==> src/rtl/phase_slew_pkg.sv <==
package phase_slew_pkg;
  typedef struct packed {
    logic adv;
    logic dly;
  } stepCmd_t;
endpackage

==> src/rtl/phase_slew_dp.sv <==
module phase_slew_dp
  import phase_slew_pkg::*;
#(
  parameter int OFS_W = 8
) (
  input  logic             clk,
  input  logic             rstN,
  input  logic             wrEn,
  input  logic [OFS_W-1:0] wrData,
  input  stepCmd_t         cmd,
  output logic             wantAdv,
  output logic             wantDly,
  output logic [OFS_W-1:0] targetOfs,
  output logic [OFS_W-1:0] curOfs,
  output logic             stepAdv,
  output logic             stepDly
);
  localparam logic [OFS_W-1:0] ONE = OFS_W'(1);

  always_ff @(posedge clk) begin
    if (!rstN) begin
      targetOfs <= '0;
    end else if (wrEn) begin
      targetOfs <= wrData;
    end
  end

  always_ff @(posedge clk) begin
    if (!rstN) begin
      curOfs  <= '0;
      stepAdv <= 1'b0;
      stepDly <= 1'b0;
    end else begin
      stepAdv <= cmd.adv;
      stepDly <= cmd.dly;
      if (cmd.adv) begin
        curOfs <= curOfs + ONE;
      end else if (cmd.dly) begin
        curOfs <= curOfs - ONE;
      end
    end
  end

  always_comb begin
    wantAdv = $signed(targetOfs) > $signed(curOfs);
    wantDly = $signed(targetOfs) < $signed(curOfs);
  end

  p_excl_r3: assert property (@(posedge clk) disable iff (!rstN)
    !(stepAdv && stepDly));
  p_adv_move_r3: assert property (@(posedge clk) disable iff (!rstN)
    stepAdv |-> curOfs == OFS_W'($past(curOfs) + ONE));
  p_dly_move_r3: assert property (@(posedge clk) disable iff (!rstN)
    stepDly |-> curOfs == OFS_W'($past(curOfs) - ONE));
  p_no_jump_r8: assert property (@(posedge clk) disable iff (!rstN)
    (curOfs != $past(curOfs)) |-> (stepAdv || stepDly));
  p_readback_r2: assert property (@(posedge clk) disable iff (!rstN)
    wrEn |=> targetOfs == $past(wrData));
  p_idle_hold_r9: assert property (@(posedge clk) disable iff (!rstN)
    (!wantAdv && !wantDly && !wrEn) |=> $stable(curOfs));
endmodule

==> src/rtl/phase_slew_ctl.sv <==
module phase_slew_ctl
  import phase_slew_pkg::*;
#(
  parameter int FAST_GAP = 16,
  parameter int SLOW_GAP = 540
) (
  input  logic     clk,
  input  logic     rstN,
  input  logic     rateSel,
  input  logic     usTick,
  input  logic     wantAdv,
  input  logic     wantDly,
  output stepCmd_t cmd
);
  localparam int MAX_GAP = (FAST_GAP > SLOW_GAP) ? FAST_GAP : SLOW_GAP;
  localparam int CW = $clog2(MAX_GAP + 1);

  logic [CW-1:0] paceCnt;
  logic [CW-1:0] gapSel;
  logic          ready;
  logic          issue;

  always_comb begin
    gapSel  = rateSel ? CW'(SLOW_GAP) : CW'(FAST_GAP);
    ready   = paceCnt >= gapSel;
    issue   = ready && (wantAdv || wantDly);
    cmd.adv = issue && wantAdv;
    cmd.dly = issue && wantDly;
  end

  always_ff @(posedge clk) begin
    if (!rstN) begin
      paceCnt <= '0;
    end else if (issue) begin
      paceCnt <= '0;
    end else if (usTick && !ready) begin
      paceCnt <= paceCnt + CW'(1);
    end
  end

  p_no_tick_r5: assert property (@(posedge clk) disable iff (!rstN)
    (!usTick && !cmd.adv && !cmd.dly) |=> $stable(paceCnt));
  p_cmd_excl_r3: assert property (@(posedge clk) disable iff (!rstN)
    !(cmd.adv && cmd.dly));
endmodule

==> src/rtl/phase_slew_ctrl.sv <==
module phase_slew_ctrl
  import phase_slew_pkg::*;
#(
  parameter int OFS_W    = 8,
  parameter int FAST_GAP = 16,
  parameter int SLOW_GAP = 540
) (
  input  logic             clk,
  input  logic             rstN,
  input  logic             wrEn,
  input  logic [OFS_W-1:0] wrData,
  input  logic             rateSel,
  input  logic             usTick,
  output logic [OFS_W-1:0] rdData,
  output logic [OFS_W-1:0] appliedOfs,
  output logic             busy,
  output logic             stepAdv,
  output logic             stepDly
);
  stepCmd_t cmd;
  logic     wantAdv;
  logic     wantDly;

  phase_slew_dp #(.OFS_W(OFS_W)) u_dp (
    .clk(clk), .rstN(rstN), .wrEn(wrEn), .wrData(wrData), .cmd(cmd),
    .wantAdv(wantAdv), .wantDly(wantDly), .targetOfs(rdData),
    .curOfs(appliedOfs), .stepAdv(stepAdv), .stepDly(stepDly)
  );

  phase_slew_ctl #(.FAST_GAP(FAST_GAP), .SLOW_GAP(SLOW_GAP)) u_ctl (
    .clk(clk), .rstN(rstN), .rateSel(rateSel), .usTick(usTick),
    .wantAdv(wantAdv), .wantDly(wantDly), .cmd(cmd)
  );

  assign busy = wantAdv || wantDly;

  p_busy_r9: assert property (@(posedge clk) disable iff (!rstN)
    busy |-> (rdData != appliedOfs));
endmodule

==> config.mk <==
export PLATFORM = sky130hd
export DESIGN_NAME = phase_slew_ctrl
export DESIGN_NICKNAME = d
export VERILOG_FILES = /design/src/rtl/phase_slew_pkg.sv /design/src/rtl/phase_slew_dp.sv /design/src/rtl/phase_slew_ctl.sv /design/src/rtl/phase_slew_ctrl.sv
export SDC_FILE = /design/constraint.sdc
export NUM_CORES = 1
export LEC_CHECK = 0
export BUFFER_PORTS_ARGS = -buffer_cell sky130_fd_sc_hd__buf_4
export CAP_MARGIN = 0
export CORE_MARGIN = 4
export CORE_UTILIZATION = 50
export CTS_BUF_LIST = sky130_fd_sc_hd__clkbuf_16
export CTS_CLUSTER_SIZE = 16
export DETAILED_ROUTE_END_ITERATION = 16
export HOLD_SLACK_MARGIN = 0.15
export PLACE_DENSITY_LB_ADDON = 0.3
export SLEW_MARGIN = 25
export SYNTH_ARGS = -nofsm -noshare
export SYNTH_HDL_FRONTEND = slang
export SYNTH_SLANG_ARGS = --single-unit
export TNS_END_PERCENT = 10
==> constraint.sdc <==
create_clock -name clk -period 4.6 [get_ports clk]
set_input_delay 0.69 -clock clk [delete_from_list [all_inputs] [get_ports clk]]
set_output_delay 0.69 -clock clk [all_outputs]
set_load 0.01 [all_outputs]
==> results_dict.tcl <==
set metrics [dict create \
    synth.avg_cell_area_um2 9.158 \
    fin_nets 255 \
    cap_violations 0 \
    yosysMostFrequentCell "nor2_1" \
    async_reset_ff_share_pct 0 \
    hold_path_depth 2 \
    critPathLaunchType "flip-flop" \
    fillers 292 \
    arrival_ps 3620 \
    yosysSeqAreaShare_pct 32.56 \
    swShare_pct 23.10 \
    r2r-end "u_dp.curOfs[7]$_SDFFE_PN0P_" \
    powerDensity_nw_per_um2 247.5 \
    r2r_cells 13 \
    worst_pin_slew_ps 593.8 \
    setup_tns_ps 0 \
    crit_fanout 9 \
    crit_required_ps 4790 \
    die_h_um 66.68 \
    dieWidth_um 66.68 \
    cts_tree "done" \
    postCtsSetupRepairBufs 0 \
    rsz0062_at_grt "false" \
    ys_ff_latch 28 \
    status "finished, final reports clean" \
    worstSetupPathType "reg2reg" \
    min_from "u_dp.curOfs[7]$_SDFFE_PN0P_" \
    start_util_pct 51.59 \
    worstHoldEndpoint "u_dp.curOfs[7]$_SDFFE_PN0P_" \
    synth_edf_count 0 \
    ios 32 \
    relSlewSlack_pct 60.41 \
    die-area_um2 4446 \
    r2r_setup_slack_ps 1180 \
    hold_class "reg2reg" \
    wl_per_cell_um 12.82 \
    postRouteAntennaNets 0 \
    cts_resized 0 \
    syn_nets 221 \
    drc 0 \
    numCtsBuffers 3 \
    grt_start_max_net_pins 18 \
    syn_inst 188 \
    yosys.area.top_type_share_pct 32.56 \
    finalSetupViolCount 0 \
    cts_sinks 28 \
    place_congestion 0.8603 \
    switchingPower_mw 0.1191 \
    area_delta_synth_final_pct 21.00 \
    synth_top_cells_by_area "dfxtp_1 (33%), ha_1 (14%), mux2i_1 (8.7%), nor2_1 (7.0%), xnor2_1 (5.6%)" \
    grt_first_pass_wirelength_um 5871 \
    r2r-start "u_ctl.paceCnt[2]$_SDFFE_PP0P_" \
    yosysTopAreaCell "dfxtp_1" \
    htreeDepth 1 \
    root_buffer "clkbuf_16" \
    drtIter0Drc 56 \
    via_per_inst 5.199 \
    dp.cells 263 \
    yosys_warnings 0 \
    num_vias 1388 \
    clk_pin_slew_ps 70 \
    numPortBuffers 31 \
    drive_gt1_share_pct 21.72 \
    dp_hpwl_um 2670 \
    synth_cell_type_count 44 \
    grt_overflow 0 \
    internal_power_mw 0.3966 \
    synthesis.area_um2 1722 \
    core_um2 3337 \
    p_comb_share_pct 12.8 \
    wl_um 3422 \
    antenna_found_initial 0 \
    max_freq_mhz 292.1 \
    finClkSkew_ps 3.687 \
    ys_dominant_reg_cell "dfxtp_1" \
    yosys-top-cells-count "nor2_1 (32), dfxtp_1 (28), ha_1 (19)" \
    antenna-diode-count 0 \
    cts_buffer_depth 2 \
    firstDrtPassIters 4 \
    row_count 21 \
    grt_pass1_vias 1308 \
    hold_violations 0 \
    vdd_drop_max_uv 153.8 \
    insertion_delay_ps 260 \
    fin_cells 267 \
    drv_slew 0 \
    pwr-share-clk_pct 37.7 \
    p_leak_nw 0.9238 \
    power_frac_seq_pct 49.5 \
    grt_use_total_pct 17.15 \
    post-route-period-util_pct 74.41 \
    postCtsHoldBufs 0 \
    end_kind "flip-flop" \
    period_needed_ps 3423 \
]
## state kept, by name, summed over array words and instances, names as in the netlist
name and count:
u_dp.stepAdv 1, u_ctl.paceCnt 10, u_dp.stepDly 1, u_dp.targetOfs 8
u_dp.curOfs 8
## placed cells by master (no fill, tap or decap), drive strengths merged, types with 2 or more instances in the layout
cell type and n:
a21o 3, nand3 7, nor3 7, xnor2 11, nor2 33, xor2 3
nand4 3, a21oi 8, inv 17, clkinv 2, mux2i 15, buf 31
ha 19, nor4 2, clkbuf 3, dfxtp 28, nand2 8, o21ai 3
o211ai 2
## worst max path at each step
stage	from	end	slack [ps]	depth (start not counted)
after detailed placement	rateSel	u_dp.curOfs[7]$_SDFFE_PN0P_	960	13
after global routing	u_ctl.paceCnt[2]$_SDFFE_PP0P_	u_dp.curOfs[7]$_SDFFE_PN0P_	870	13
after floorplan	rateSel	u_dp.curOfs[7]$_SDFFE_PN0P_	1400	12
after CTS	u_ctl.paceCnt[2]$_SDFFE_PP0P_	u_dp.curOfs[7]$_SDFFE_PN0P_	1170	13
final	u_ctl.paceCnt[2]$_SDFFE_PP0P_	u_dp.curOfs[7]$_SDFFE_PN0P_	1180	13
after global placement	rateSel	u_dp.curOfs[7]$_SDFFE_PN0P_	1060	13
## critical path, cell delays in order (launching register included)
cell and delay (ps):
dfxtp_1 450, inv_1 150, ha_1 310, a21bo_2 130, a21oi_2 80, o21ai_2 220
nand4bb_1 410, ha_1 550, nand3_1 100, o211ai_1 210, nor4_1 70, nor3_1 230
mux2i_1 240, mux2i_1 190
## cell type report
type	instances	area (µm²)	share of cell area, %
clock buffers	3	75.07	3.604
inverters	18	67.56	3.243
repair buffers	31	232.7	11.17
well taps	46	57.56	2.763
multi-input cells	140	1086	52.13
clock inverters	1	3.754	0.1802
flip-flops and latches	28	560.5	26.91
## metrics by stage
stage | utilization [%] | instance area [µm²] | hold slack, ps | worst slack (ps) | power [mW]
after floorplan | - | 1722 | 488.3 | 1396 | 0.3009
after detailed placement | 60.07 | 2004 | 472.0 | 959.2 | 0.3270
after CTS | 62.43 | 2083 | 483.7 | 1168 | 0.5209
after global routing | 62.43 | 2083 | 512.9 | 868.7 | 0.5402
after global placement | 60.07 | 2004 | 469.7 | 1061 | 0.3250
final | 62.43 | 2083 | 481.6 | 1177 | 0.5156
## power by group through the flow
| stage | clock [mW] | combinational (mW) | sequential (mW) |
|---|---|---|---|
| global placement | 0 | 0.0645 | 0.261 |
| CTS | 0.199 | 0.0670 | 0.255 |
| global route | 0.211 | 0.0737 | 0.256 |
| detailed placement | 0 | 0.0666 | 0.260 |
| finish | 0.194 | 0.0662 | 0.255 |
| floorplan | 0 | 0.0399 | 0.261 |
## kinds of logic (layout without fill, tap and decap cells)
family / count (synthesis) / in the layout / synth area share, %
AND/OR/NAND/NOR: 68 / 68 / 20.64
flip-flops: 28 / 28 / 32.56
AO/OA/AOI/OAI: 23 / 23 / 11.63
adder cells (fa/ha/maj): 20 / 20 / 14.97
buffers and inverters: 20 / 53 / 4.360
multiplexers: 15 / 15 / 8.721
XOR/XNOR: 14 / 14 / 7.122
## metal layers
metal	up-vias	wire length, µm	GRT usage, %
li1	715	-	-
met1	644	1664	23.33
met2	24	1580	26.86
met3	5	126	3.204
met4	0	50	6.091
met5	-	0	0
No activity file was read; power rests on OpenSTA's default activity.
